**src/rtl/fps_pkg.sv**
```systemverilog
package fps_pkg;
  localparam logic [7:0] OPC_PROG_BUF0 = 8'h82;
  localparam logic [7:0] OPC_PROG_BUF1 = 8'h85;

  typedef enum logic [2:0] {
    ST_IDLE,
    ST_WAIT_RDY,
    ST_HDR,
    ST_DATA,
    ST_CLOSE,
    ST_BUSY
  } seq_state_t;
endpackage

```
**src/rtl/fps_sync.sv**
```systemverilog
module fps_sync #(
  parameter int STAGES = 2,
  parameter bit RST_VAL = 1'b0
) (
  input  logic clk,
  input  logic rst,
  input  logic d,
  output logic q
);
  logic [STAGES-1:0] chain;

  always_ff @(posedge clk) begin
    if (rst) chain <= {STAGES{RST_VAL}};
    else     chain <= {chain[STAGES-2:0], d};
  end

  assign q = chain[STAGES-1];
endmodule

```
**src/rtl/fps_shifter.sv**
```systemverilog
// Byte-wide mode-0 serializer: SCK idles low, data moves on the falling edge.
module fps_shifter #(
  parameter int CLK_DIV = 5
) (
  input  logic       clk,
  input  logic       rst,
  input  logic       ld,
  input  logic [7:0] ld_byte,
  output logic       busy,
  output logic       sck,
  output logic       mosi
);
  localparam int DIV_W = (CLK_DIV > 1) ? $clog2(CLK_DIV) : 1;
  localparam logic [DIV_W-1:0] DIV_LAST = DIV_W'(CLK_DIV - 1);

  logic [7:0]       sr;
  logic [2:0]       bit_idx;
  logic [DIV_W-1:0] div;

  always_ff @(posedge clk) begin
    if (rst) begin
      sr      <= '0;
      bit_idx <= '0;
      div     <= '0;
      busy    <= 1'b0;
      sck     <= 1'b0;
    end else if (ld && !busy) begin
      sr      <= ld_byte;
      bit_idx <= '0;
      div     <= '0;
      busy    <= 1'b1;
      sck     <= 1'b0;
    end else if (busy) begin
      if (div == DIV_LAST) begin
        div <= '0;
        if (!sck) begin
          sck <= 1'b1;
        end else begin
          sck <= 1'b0;
          if (bit_idx == 3'd7) begin
            busy <= 1'b0;
          end else begin
            bit_idx <= bit_idx + 3'd1;
            sr      <= {sr[6:0], 1'b0};
          end
        end
      end else begin
        div <= div + 1'b1;
      end
    end
  end

  assign mosi = sr[7];
endmodule

```
**src/rtl/fps_seq.sv**
```systemverilog
module fps_seq
  import fps_pkg::*;
#(
  parameter int PAGE_W     = 12,
  parameter int BYTE_W     = 9,
  parameter int RSV_W      = 3,
  parameter int PAGE_BYTES = 264
) (
  input  logic              clk,
  input  logic              rst,
  input  logic              pg_valid,
  input  logic [PAGE_W-1:0] pg_num,
  output logic              pg_ready,
  input  logic              dat_valid,
  input  logic [7:0]        dat_byte,
  output logic              dat_ready,
  input  logic              sh_busy,
  output logic              sh_ld,
  output logic [7:0]        sh_byte,
  input  logic              rdy_s,
  output logic              cs_n,
  output logic              done
);
  localparam int HDR_W     = 8 + RSV_W + PAGE_W + BYTE_W;
  localparam int HDR_BYTES = HDR_W / 8;
  localparam int HIDX_W    = $clog2(HDR_BYTES);
  localparam int CNT_W     = $clog2(PAGE_BYTES + 1);
  localparam logic [HIDX_W-1:0] HDR_LAST = HIDX_W'(HDR_BYTES - 1);
  localparam logic [CNT_W-1:0]  DAT_LAST = CNT_W'(PAGE_BYTES - 1);

  seq_state_t        st;
  logic [PAGE_W-1:0] page_q;
  logic [HDR_W-1:0]  hdr_sr;
  logic [HIDX_W-1:0] hcnt;
  logic [CNT_W-1:0]  dcnt;
  logic              buf_sel;
  logic [7:0]        opc;
  logic              dat_take;

  assign opc      = buf_sel ? OPC_PROG_BUF1 : OPC_PROG_BUF0;
  assign pg_ready = (st == ST_IDLE);

  always_comb begin
    dat_ready = (st == ST_DATA) && !sh_busy;
    dat_take  = dat_ready && dat_valid;
    sh_ld     = ((st == ST_HDR) && !sh_busy) || dat_take;
    sh_byte   = (st == ST_HDR) ? hdr_sr[HDR_W-1 -: 8] : dat_byte;
  end

  always_ff @(posedge clk) begin
    if (rst) begin
      st      <= ST_IDLE;
      page_q  <= '0;
      hdr_sr  <= '0;
      hcnt    <= '0;
      dcnt    <= '0;
      buf_sel <= 1'b0;
      cs_n    <= 1'b1;
      done    <= 1'b0;
    end else begin
      done <= 1'b0;
      unique case (st)
        ST_IDLE: if (pg_valid) begin
          page_q <= pg_num;
          st     <= ST_WAIT_RDY;
        end
        ST_WAIT_RDY: if (rdy_s) begin
          cs_n   <= 1'b0;
          hdr_sr <= {opc, {RSV_W{1'b0}}, page_q, {BYTE_W{1'b0}}};
          hcnt   <= '0;
          st     <= ST_HDR;
        end
        ST_HDR: if (!sh_busy) begin
          hdr_sr <= hdr_sr << 8;
          if (hcnt == HDR_LAST) begin
            dcnt <= '0;
            st   <= ST_DATA;
          end else begin
            hcnt <= hcnt + 1'b1;
          end
        end
        ST_DATA: if (dat_take) begin
          if (dcnt == DAT_LAST) st <= ST_CLOSE;
          else                  dcnt <= dcnt + 1'b1;
        end
        ST_CLOSE: if (!sh_busy) begin
          cs_n    <= 1'b1;
          buf_sel <= ~buf_sel;
          st      <= ST_BUSY;
        end
        ST_BUSY: if (!rdy_s) begin
          done <= 1'b1;
          st   <= ST_IDLE;
        end
        default: st <= ST_IDLE;
      endcase
    end
  end
endmodule

```
**src/rtl/flash_pgm_seq.sv**
```systemverilog
module flash_pgm_seq #(
  parameter int PAGE_W      = 12,
  parameter int BYTE_W      = 9,
  parameter int RSV_W       = 3,
  parameter int PAGE_BYTES  = 264,
  parameter int CLK_DIV     = 5,
  parameter int SYNC_STAGES = 2
) (
  input  logic              clk,
  input  logic              rst,
  input  logic              pg_valid,
  output logic              pg_ready,
  input  logic [PAGE_W-1:0] pg_num,
  input  logic              dat_valid,
  output logic              dat_ready,
  input  logic [7:0]        dat_byte,
  output logic              done,
  output logic              spi_sck,
  output logic              spi_cs_n,
  output logic              spi_mosi,
  input  logic              flash_rdy
);
  logic       rdy_s;
  logic       sh_busy;
  logic       sh_ld;
  logic [7:0] sh_byte;

  fps_sync #(.STAGES(SYNC_STAGES), .RST_VAL(1'b0)) u_sync (
    .clk(clk), .rst(rst), .d(flash_rdy), .q(rdy_s)
  );

  fps_seq #(
    .PAGE_W(PAGE_W), .BYTE_W(BYTE_W), .RSV_W(RSV_W), .PAGE_BYTES(PAGE_BYTES)
  ) u_seq (
    .clk(clk), .rst(rst),
    .pg_valid(pg_valid), .pg_num(pg_num), .pg_ready(pg_ready),
    .dat_valid(dat_valid), .dat_byte(dat_byte), .dat_ready(dat_ready),
    .sh_busy(sh_busy), .sh_ld(sh_ld), .sh_byte(sh_byte),
    .rdy_s(rdy_s), .cs_n(spi_cs_n), .done(done)
  );

  fps_shifter #(.CLK_DIV(CLK_DIV)) u_shift (
    .clk(clk), .rst(rst), .ld(sh_ld), .ld_byte(sh_byte),
    .busy(sh_busy), .sck(spi_sck), .mosi(spi_mosi)
  );
endmodule

```
**config.mk**
```make
export PLATFORM = sky130hd
export DESIGN_NAME = flash_pgm_seq
export DESIGN_NICKNAME = d
export VERILOG_FILES = /design/src/rtl/fps_pkg.sv /design/src/rtl/fps_sync.sv /design/src/rtl/fps_shifter.sv /design/src/rtl/fps_seq.sv /design/src/rtl/flash_pgm_seq.sv
export SDC_FILE = /design/constraint.sdc
export NUM_CORES = 1
export LEC_CHECK = 0
export ABC_AREA = 1
export ABC_CLOCK_PERIOD_IN_PS = 2800
export CAP_MARGIN = 20
export CORE_MARGIN = 3
export CORE_UTILIZATION = 30
export DETAILED_ROUTE_END_ITERATION = 7
export GPL_TIMING_DRIVEN = 0
export SETUP_SLACK_MARGIN = 0.2
export SLEW_MARGIN = 20
export SYNTH_ARGS = -nofsm -noshare
export SYNTH_HDL_FRONTEND = slang
export SYNTH_SLANG_ARGS = --single-unit
```
**constraint.sdc**
```tcl
create_clock -name clk -period 2.8 [get_ports clk]
set_input_delay 0.56 -clock clk [delete_from_list [all_inputs] [get_ports clk]]
set_output_delay 0.56 -clock clk [all_outputs]
set_load 0.05 [all_outputs]
```
==> flow_metrics.tcl <==
set metrics [dict create \
    status "finished clean" \
    multi_input_comb_area_mm2 0.00162 \
    r2r-start "u_seq.st[0]" \
    async_reset_ff_frac 0 \
    area_growth_pct 20.3 \
    slew_viol_final 0 \
    ys_ff_latch 70 \
    track_usage 0.133 \
    hold_ws_ps 409 \
    cts-htree-levels 3 \
    grt_max_degree 16 \
    layout-drive-gt1-share 0.0856 \
    cp.required_ps 2240 \
    antenna_found_initial 0 \
    fp-row-count 37 \
    design_area_mm2 0.00392 \
    min_period_ps 2470 \
    holdCritPathClass "reg2reg" \
    num_vias 3061 \
    synth_cell_types 34 \
    grt_pass1_vias 2816 \
    chipHeight_um 110 \
    core-area_mm2 0.0105 \
    final-hold-violation-count 0 \
    placed_area_mm2 0.00372 \
    rsz0062_at_grt "false" \
    end_kind "output port" \
    fmax_ghz 0.404 \
    cts_sinks 70 \
    clock_path_buffers 2 \
    syn_nets 500 \
    slew_headroom 0.621 \
    gp_congestion 0.853 \
    hold_buffers 0 \
    ys.flop_type "dfxtp_1" \
    fill_cells 1174 \
    p_leak_uw 0.00153 \
    cts_tree "yes" \
    clock-root-buffer "clkbuf_8" \
    cellPowerDensity_mw_per_mm2 818 \
    start_util 0.312 \
    grt_overflow 0 \
    drt-total-wl_mm 7.57 \
    ant_nets 0 \
    cp_max_fo 10 \
    nets 540 \
    antenna_cells 0 \
    crit_type "reg2out" \
    dr.pass1.iters 4 \
    dpl.hpwl_mm 5.42 \
    r2r_end "u_seq.dcnt[4]" \
    crit_buf_inv 2 \
    final_core_util 0.375 \
    worst_slack_ps 326 \
    post_synth_instance_area_mm2 0.00326 \
    drv_cap 0 \
    synth_edf_count 0 \
    fin_skew_ps 10.1 \
    portBuffers 29 \
    die_x_um 110 \
    ys_warn_count 0 \
    dieArea_mm2 0.0122 \
    post-cts-setup-buffers 0 \
    setup_violations 0 \
    tightest_slew_ps 568 \
    cp-start-kind "flop" \
    cts_buffers 9 \
    place_ws_ps -22.1 \
    arrival_ps 1910 \
    grt_pass1_wl_mm 12.8 \
    register_area_mm2 0.00140 \
    ios 31 \
    clock_latency_ps 360 \
    wl_per_cell_um 11.6 \
    max_stage_delay_ps 550 \
    holdPathEnd "u_sync.chain[1]" \
    cp_top_family "buffers and inverters" \
    min_period_over_period 0.884 \
    avgSynthCellArea_um2 6.95 \
    vdd_drop_max_mv 0.347 \
    ys_seq_area_frac 0.430 \
    holdCritStartpoint "u_sync.chain[0]" \
    post-route-drc-count 0 \
    r2r_setup_slack_ps 1050 \
    crit_path_cell_trace "nand2_2, nor2_4, clkinv_2, nor2_1, clkdlybuf4s15_2" \
    critPathSlowestCell "dfxtp_1" \
    rr_worst_depth 7 \
    vias_per_cell 4.71 \
    path_clk_slew_ps 80 \
    synth_cells 469 \
    min_path_cells 2 \
    first_iter_violations 188 \
]
==> Yosys cell counts, drive strengths merged, types with 6 or more instances <==
cell | n | area share
buf | 12 | 0.023
nor2 | 38 | 0.050
dfxtp | 70 | 0.43
clkbuf | 11 | 0.013
a21oi | 50 | 0.080
ha | 6 | 0.023
o21ai | 13 | 0.021
a31oi | 12 | 0.023
nand3 | 44 | 0.069
nand2 | 153 | 0.18
nand4 | 7 | 0.013
inv | 36 | 0.041
==> cell usage in the layout, fill, tap and decap left out, drive strengths merged, types with 2 or more instances in the layout <==
cell type,n
a21oi,50
a31oi,12
buf,12
clkbuf,20
clkdlybuf4s15,2
clkdlybuf4s50,27
clkinvlp,2
dfxtp,70
ha,6
inv,41
nand2,153
nand3,44
nand4,7
nor2,38
nor3,3
o21ai,13
o31ai,3
==> tightest hold or removal path, delay by kind of cell, from the launching register on <==
kind                   cells  cell delay (ps)
DFF                        1              300
and+or+nand+nor            1               30
buffers and inverters      1               40
==> metrics by stage <==
| step | total power [uW] | cells | TNS [ps] |
|---|---|---|---|
| after global placement | 2420 | 634 | 0 |
| after detailed placement | 2430 | 634 | -22.1 |
| after CTS | 3220 | 650 | 0 |
| final | 3210 | 650 | 0 |
| after global routing | 3460 | 650 | 0 |
| after floorplan | 2130 | 469 | 0 |
==> flip-flops by register name, summed over array words and instances, names as in the netlist <==
name,cells
u_seq.buf_sel,1
u_seq.cs_n,1
u_seq.dcnt,9
u_seq.done,1
u_seq.hcnt,2
u_seq.hdr_sr,23
u_seq.page_q,12
u_seq.st,3
u_shift.bit_idx,3
u_shift.busy,1
u_shift.div,3
u_shift.sck,1
u_shift.sr,8
u_sync.chain,2
==> power breakdown <==
group          switching, uW  leakage, uW  internal (uW)
registers               96.8     0.000569           1160
clock network            445    0.0000892            340
logic                    770     0.000867            398
==> layout make-up <==
cell class	count	area share
Clock inverter	7	0.0156
Multi-Input combinational cell	339	0.412
Clock buffer	9	0.0316
Timing Repair Buffer	29	0.0746
Buffer	23	0.0297
Sequential cell	70	0.357
Tap cell	136	0.0434
Inverter	37	0.0357
==> routing by layer <==
metal | wire length (um) | track usage | share of wire | vias to the layer above
li1 | - | - | - | 1621
met1 | 3570 | 0.172 | 0.47 | 1372
met2 | 3480 | 0.214 | 0.46 | 57
met3 | 373 | 0.0309 | 0.049 | 11
met4 | 145 | 0.0580 | 0.019 | 0
met5 | 0 | 0 | 0 | -
==> how the worst max path moves through the flow <==
stage | from | to | slack [ps] | depth (start not counted)
2_1_floorplan | u_seq.st[1] | dat_ready | 650 | 5
3_3_place_gp | u_seq.st[2] | pg_ready | 20 | 4
3_5_place_dp | u_seq.st[2] | pg_ready | -20 | 4
4_1_cts | u_seq.st[2] | pg_ready | 250 | 4
5_1_grt | u_seq.st[1] | dat_ready | 210 | 6
6_report | u_seq.st[0] | dat_ready | 330 | 5
==> what timing repair did <==
item                                    CTS  global route
gates resized for setup                   8             1
endpoints found under the hold margin     0             0
endpoints found under the setup margin    2             1
cloned                                    0             0
pin swaps                                 0             0
==> cells by family (layout without fill, tap and decap cells) <==
kind of cell | after synthesis | in the layout | synth area share
AOI/OAI and AO/OA | 81 | 81 | 0.138
xor gates and xnor gates | 2 | 2 | 0.00537
adders and majority gates | 6 | 6 | 0.0230
buffers and inverters | 60 | 105 | 0.0782
DFF | 70 | 70 | 0.430
and+or+nand+nor | 250 | 250 | 0.326
Note: power is estimated with default switching activity, not from simulation.
